**src/rtl/sar_pkg.sv**
```systemverilog
package sar_pkg;
    localparam int SAR_RES_MAX = 10;
    localparam int SAR_CNT_W   = 8;
    localparam int SAR_IDX_W   = 4;
    localparam int SAR_CH_W    = 4;

    typedef enum logic [1:0] {
        ST_IDLE,
        ST_SAMPLE,
        ST_CONV,
        ST_TAIL
    } sar_state_e;

    typedef struct packed {
        sar_state_e                st;
        logic [SAR_CNT_W-1:0]      cnt;
        logic [SAR_IDX_W-1:0]      idx;
        logic [SAR_RES_MAX-1:0]    code;
        logic                      mode10;
        logic [SAR_CNT_W-1:0]      slot;
        logic [SAR_CH_W-1:0]       chan;
        logic [SAR_RES_MAX-1:0]    result;
        logic                      done;
    } sar_regs_t;
endpackage

```
**src/rtl/sar_phase_calc.sv**
```systemverilog
module sar_phase_calc #(
    parameter int SAM_W    = 3,
    parameter int CONV_W   = 5,
    parameter int SAM_MIN  = 1,
    parameter int CONV_MIN = 2,
    parameter int CNT_W    = 8
) (
    input  logic [SAM_W+CONV_W-1:0] timing_i,
    output logic [CNT_W-1:0]        sample_load_o,
    output logic [CNT_W-1:0]        slot_load_o
);
    logic [SAM_W-1:0]  sam_raw;
    logic [CONV_W-1:0] conv_raw;
    logic [SAM_W-1:0]  sam_c;
    logic [CONV_W-1:0] conv_c;

    always_comb begin
        sam_raw  = timing_i[SAM_W+CONV_W-1:CONV_W];
        conv_raw = timing_i[CONV_W-1:0];
        sam_c    = (int'(sam_raw)  < SAM_MIN)  ? SAM_W'(SAM_MIN)   : sam_raw;
        conv_c   = (int'(conv_raw) < CONV_MIN) ? CONV_W'(CONV_MIN) : conv_raw;
        // counters run down to zero, so loads are length minus one
        sample_load_o = (CNT_W'(sam_c) << 3) | CNT_W'(1);
        slot_load_o   = (CNT_W'(conv_c) << 1) | CNT_W'(1);
    end
endmodule

```
**src/rtl/sar_code_step.sv**
```systemverilog
module sar_code_step #(
    parameter int RES   = 10,
    parameter int IDX_W = 4
) (
    input  logic [RES-1:0]   code_i,
    input  logic [IDX_W-1:0] idx_i,
    input  logic             comp_i,
    output logic [RES-1:0]   trial_o,
    output logic [RES-1:0]   kept_o
);
    logic [RES-1:0] bit_mask;

    always_comb begin
        bit_mask = {{(RES-1){1'b0}}, 1'b1} << idx_i;
        trial_o  = code_i | bit_mask;
        kept_o   = comp_i ? trial_o : code_i;
    end
endmodule

```
**src/rtl/sar_sequencer.sv**
```systemverilog
module sar_sequencer
    import sar_pkg::*;
#(
    parameter int NUM_CH  = 13,
    parameter int RES_HI  = SAR_RES_MAX,
    parameter int RES_LO  = 8,
    parameter int TIME_W  = 8
) (
    input  logic                  clk,
    input  logic                  rst_n,
    input  logic                  start_i,
    input  logic [SAR_CH_W-1:0]   chan_i,
    input  logic                  mode10_i,
    input  logic [TIME_W-1:0]     timing_i,
    input  logic                  comp_i,
    output logic                  sample_o,
    output logic [RES_HI-1:0]     dac_o,
    output logic [SAR_CH_W-1:0]   chan_o,
    output logic                  busy_o,
    output logic [RES_HI-1:0]     result_o,
    output logic                  done_o
);
    localparam logic [SAR_IDX_W-1:0] TOP_HI = SAR_IDX_W'(RES_HI - 1);
    localparam logic [SAR_IDX_W-1:0] TOP_LO = SAR_IDX_W'(RES_LO - 1);
    localparam logic [SAR_CNT_W-1:0] TAIL_LOAD = SAR_CNT_W'(2);

    sar_regs_t r_q, r_d;

    logic [SAR_CNT_W-1:0] sample_load, slot_load;
    logic [RES_HI-1:0]    trial, kept;
    logic                 accept;

    sar_phase_calc #(
        .SAM_W   (3),
        .CONV_W  (TIME_W - 3),
        .SAM_MIN (1),
        .CONV_MIN(2),
        .CNT_W   (SAR_CNT_W)
    ) u_phase (
        .timing_i     (timing_i),
        .sample_load_o(sample_load),
        .slot_load_o  (slot_load)
    );

    sar_code_step #(
        .RES  (RES_HI),
        .IDX_W(SAR_IDX_W)
    ) u_step (
        .code_i (r_q.code),
        .idx_i  (r_q.idx),
        .comp_i (comp_i),
        .trial_o(trial),
        .kept_o (kept)
    );

    always_comb begin
        r_d      = r_q;
        r_d.done = 1'b0;
        accept   = start_i && (r_q.st == ST_IDLE) && (int'(chan_i) < NUM_CH);
        case (r_q.st)
            ST_IDLE: begin
                if (accept) begin
                    r_d.st     = ST_SAMPLE;
                    r_d.cnt    = sample_load;
                    r_d.slot   = slot_load;
                    r_d.mode10 = mode10_i;
                    r_d.chan   = chan_i;
                    r_d.code   = '0;
                end
            end
            ST_SAMPLE: begin
                if (r_q.cnt == '0) begin
                    r_d.st  = ST_CONV;
                    r_d.cnt = r_q.slot;
                    r_d.idx = r_q.mode10 ? TOP_HI : TOP_LO;
                end else begin
                    r_d.cnt = r_q.cnt - 1'b1;
                end
            end
            ST_CONV: begin
                if (r_q.cnt == '0) begin
                    r_d.code = kept;
                    if (r_q.idx == '0) begin
                        r_d.st  = ST_TAIL;
                        r_d.cnt = TAIL_LOAD;
                    end else begin
                        r_d.idx = r_q.idx - 1'b1;
                        r_d.cnt = r_q.slot;
                    end
                end else begin
                    r_d.cnt = r_q.cnt - 1'b1;
                end
            end
            default: begin
                if (r_q.cnt == '0) begin
                    r_d.st     = ST_IDLE;
                    r_d.result = r_q.code;
                    r_d.done   = 1'b1;
                end else begin
                    r_d.cnt = r_q.cnt - 1'b1;
                end
            end
        endcase
    end

    always_ff @(posedge clk) begin
        if (!rst_n) begin
            r_q <= '{st: ST_IDLE, default: '0};
        end else begin
            r_q <= r_d;
        end
    end

    always_comb begin
        busy_o   = (r_q.st != ST_IDLE);
        sample_o = (r_q.st == ST_SAMPLE);
        chan_o   = r_q.chan;
        result_o = r_q.result;
        done_o   = r_q.done;
        case (r_q.st)
            ST_CONV: dac_o = trial;
            ST_TAIL: dac_o = r_q.code;
            default: dac_o = '0;
        endcase
    end

    // done is a single-cycle pulse
    p_done_single_r9: assert property (@(posedge clk) disable iff (!rst_n)
        done_o |=> !done_o);
    // done follows the falling edge of busy
    p_done_after_busy_r9: assert property (@(posedge clk) disable iff (!rst_n)
        done_o |-> (!busy_o && $past(busy_o)));
    // result only moves together with done
    p_result_hold_r9: assert property (@(posedge clk) disable iff (!rst_n)
        !done_o |-> $stable(result_o));
    // sampling only happens inside a busy window
    p_sample_busy_r4: assert property (@(posedge clk) disable iff (!rst_n)
        sample_o |-> busy_o);
    // channel frozen while a conversion runs
    p_chan_frozen_r8: assert property (@(posedge clk) disable iff (!rst_n)
        (busy_o && $past(busy_o)) |-> $stable(chan_o));
    // low resolution never drives the upper ladder bits
    p_dac_narrow_r7: assert property (@(posedge clk) disable iff (!rst_n)
        (busy_o && !r_q.mode10) |-> ((dac_o >> RES_LO) == '0));
    // ladder is parked while idle or sampling
    p_dac_parked_r10: assert property (@(posedge clk) disable iff (!rst_n)
        (!busy_o || sample_o) |-> (dac_o == '0));
endmodule

```
**config.mk**
```make
export PLATFORM = sky130hd
export DESIGN_NAME = sar_sequencer
export DESIGN_NICKNAME = d
export VERILOG_FILES = /design/src/rtl/sar_pkg.sv /design/src/rtl/sar_phase_calc.sv /design/src/rtl/sar_code_step.sv /design/src/rtl/sar_sequencer.sv
export SDC_FILE = /design/constraint.sdc
export NUM_CORES = 1
export LEC_CHECK = 0
export CAP_MARGIN = 5
export CORE_MARGIN = 8
export CORE_UTILIZATION = 57
export DETAILED_ROUTE_END_ITERATION = 10
export DONT_BUFFER_PORTS = 1
export HOLD_SLACK_MARGIN = 0.02
export PLACE_DENSITY = 0.75
export SYNTH_ARGS = -nofsm -noshare
export SYNTH_HDL_FRONTEND = slang
export SYNTH_HIERARCHICAL = 1
export SYNTH_SLANG_ARGS = --single-unit
```
**constraint.sdc**
```tcl
create_clock -name clk -period 1.9 [get_ports clk]
set_input_delay 0 -clock clk [delete_from_list [all_inputs] [get_ports clk]]
set_output_delay 0 -clock clk [all_outputs]
set_load 0.01 [all_outputs]
```
==> results.py <==
metrics = {
    "status": {
        "outcome": "complete, no violations",
    },
    "logic_synthesis": {
        "synthSimpleGateAreaFrac_pct": 24.01,
        "synthXorXnorAreaFrac_pct": 1.196,
        "ys_types": 65,
        "yosysTopAreaCellShare_pct": 32.81,
        "synth-seq-cells": 48,
        "yosys.area.top_type": "dfxtp_1",
        "synth_edf_count": 0,
        "netlist_instances": 374,
        "avgSynthCellArea_um2": 7.832,
        "synth-main-ff-cell": "dfxtp_1",
        "synthAdderAreaFrac_pct": 3.417,
        "synth_mux_area_share_pct": 1.025,
        "ys_async_sr_fraction_pct": 0,
        "syn_area_um2": 2929,
        "synth_compound_area_share_pct": 26.01,
        "synth_top_family_by_area": "compound AO/OA/AOI/OAI gates",
        "synthTopCellsByArea": "dfxtp_1, nand2_1, a21oi_1, buf_4, ha_1",
        "yosysSeqAreaShare_pct": 32.81,
        "yosysWarnings": 6,
    },
    "setup_path": {
        "cp.required_ns": 2.08,
        "reg2reg_from": "r_q[47]",
        "crit_start": "r_q[47]",
        "worstPathArrival_ns": 2.02,
        "path_max_fanout": 8,
        "rr_worst_depth": 8,
        "cp-start-kind": "register",
        "end_kind": "register",
        "ff2ff_setup_slack_ns": 0.06,
        "r2r-end": "r_q[43]",
        "crit_type": "reg -> reg",
    },
    "clock_tree": {
        "clk-insertion-delay-late_ns": 0.30,
        "cts_inserted_buffers": 5,
        "post-cts-setup-buffers": 0,
        "cts-root-buf": "clkbuf_8",
        "cts_max_path_buffers": 2,
        "clock_sinks": 48,
        "clk_pin_slew_worst_paths_ns": 0.09,
        "cts_tree": "built",
        "cts_max_level": 2,
    },
    "detailed_routing": {
        "drcViolationCount": 0,
        "routed_wl_um": 7796,
        "drt_iter0_drc": 233,
        "wire_per_inst_um": 16.98,
        "antenna_left": 0,
        "vias_per_cell": 5.950,
        "route.vias.total": 2731,
        "firstDrtPassIters": 4,
    },
    "die": {
        "ios": 44,
        "std_cell_rows": 26,
        "die-area_um2": 7689,
        "dieWidth_um": 87.69,
        "start_util_pct": 58.09,
        "core_um2": 5042,
        "die_h_um": 87.69,
    },
    "power": {
        "p_leak_nw": 1.349,
        "power_frac_seq_pct": 25.0,
        "p_total_w": 0.005215,
        "intPower_w": 0.002862,
        "p_sw_share_pct": 45.12,
        "worst_ir_drop_vdd_mv": 0.9969,
        "p_sw_w": 0.002353,
        "p_clk_share_pct": 11.4,
        "combPwrFrac_pct": 63.6,
        "power.density_nw_per_um2": 1559,
    },
    "min_path": {
        "min_to": "r_q[30]",
        "hold_class": "in -> reg",
        "worstHoldStart": "comp_i",
        "min_path_cells": 3,
    },
    "final_layout": {
        "fin_nets": 414,
        "final_cell_mix": "nand2_1, dfxtp_1, a21oi_1, buf_4, dlygate4sd3_1",
        "drive_gt1_share_pct": 19.28,
        "final_util_pct": 66.33,
        "area_growth_pct": 14.18,
        "diodes": 0,
        "stdcell_count": 459,
        "fill_cells": 449,
        "final_common_cell": "nand2_1",
    },
    "sta": {
        "finalHoldViolations": 0,
        "fin_crit_ns": 1.837,
        "max_freq_ghz": 0.5443,
        "slew-limit-headroom_pct": 58.56,
        "min_period_over_period_pct": 96.70,
        "tightest_slew_ns": 0.6196,
        "fin_skew_ns": 0.006668,
        "rsz0062_at_grt": "yes",
        "setup_violations": 0,
        "fin_ws_ns": 0.06272,
        "drv_slew": 0,
    },
    "placed_design": {
        "place_inst": 436,
        "io_buffers": 0,
        "place_hpwl_um": 5238,
        "pre_cts_ws_ns": -0.1699,
        "gp_congestion": 0.9126,
    },
    "job": {
        "cap_violations": 0,
    },
    "grt": {
        "grt_pass1_vias": 2597,
        "gr-usage-all-layers_pct": 20.39,
        "gr-total-overflow": 0,
        "grt_pass1_wl_um": 12520,
        "antenna_found_initial": 0,
        "grt_start_max_net_pins": 35,
    },
}
repair_timing:
action                                  in CTS  in global routing
gates resized for setup                      5                 11
hold buffers                                16                  0
endpoints found under the setup margin      18                 31
pin swaps                                    0                  3
hold endpoints to repair                    22                  0
synthesized netlist by cell type, types with 2 or more instances:
cell type	n
a32oi_1	2
conb_1	2
or4_1	2
nand3_1	13
a222oi_1	2
xnor2_1	3
o221a_2	2
a31oi_1	2
a21o_1	9
o31ai_1	2
a21oi_1	44
o22ai_1	2
or2_1	2
buf_4	23
o21ai_0	12
buf_6	2
dfxtp_1	48
a31o_2	4
a22o_1	11
nor2b_1	2
nor3_1	6
or2_2	3
nand2_1	60
mux2i_1	3
a41o_1	2
nand4_1	10
inv_1	7
a31o_1	4
nand2b_1	2
o21ai_1	2
ha_1	8
nor4_1	3
nor2b_4	2
o21a_1	2
o211ai_1	3
nor2_1	15
buf_2	3
clkbuf_1	23
final cells by class:
class                      count  area, um^2  area share, %
multi-input combinational    272        1722          51.48
sequential                    48       962.2          28.77
timing repair buffer          54       461.7          13.80
tap                           70       87.58          2.619
clock buffer                   5       68.82          2.058
inverter                       8       30.03         0.8979
clock inverter                 2       12.51         0.3741
state kept, by name, summed over array words and instances, names as in the netlist:
signal	flops
r_q	33
result_o	10
chan_o	4
done_o	1
worst max path at each step:
stage / slack [ns] / end
2_1_floorplan: 0.02 / r_q[38]
3_3_place_gp: -0.09 / r_q[38]
3_5_place_dp: -0.17 / r_q[44]
4_1_cts: 0.007 / r_q[40]
5_1_grt: -0.03 / r_q[40]
6_report: 0.06 / r_q[43]
critical path, cell delays in order, from the launching register on:
cell      delay [ns]
dfxtp_2         0.33
buf_4           0.13
ha_1            0.18
buf_4           0.17
nor3_2          0.27
a21oi_2         0.12
a221o_1         0.30
o211ai_1        0.12
a21oi_1         0.09
through the flow:
stage | area [um^2] | setup TNS (ns) | hold slack [ns]
2_1_floorplan | 2953 | 0 | 0.1360
6_report | 3344 | 0 | 0.02577
4_1_cts | 3302 | 0 | 0.02609
3_3_place_gp | 3037 | -0.5136 | 0.1396
3_5_place_dp | 3037 | -1.568 | 0.1426
5_1_grt | 3344 | -0.09749 | 0.02207
cells by family after synthesis:
| logic type | count (synthesis) |
|---|---|
| AND/OR/NAND/NOR | 135 |
| AO/OA/AOI/OAI | 114 |
| buffers and inverters | 60 |
| flip-flops | 48 |
| adder cells (fa/ha/maj) | 8 |
| XOR/XNOR | 4 |
| multiplexers | 3 |
| other | 2 |
power groups by stage:
stage / Sequential (W) / Combinational, W / Clock (W)
floorplan: 0.00134 / 0.00203 / 0
global placement: 0.00131 / 0.00295 / 0
detailed placement: 0.00131 / 0.00301 / 0
CTS: 0.00129 / 0.00313 / 0.000596
global route: 0.00132 / 0.00362 / 0.000638
finish: 0.00130 / 0.00332 / 0.000594
per-layer routing:
metal	GRT usage [%]	up-vias	share of wire (%)
met5	0	-	0
met4	7.656	0	2.1
met3	4.409	15	6.7
met2	34.85	78	48
met1	24.30	1312	43
li1	-	1326	-
Power figures use the tool's default switching activity.
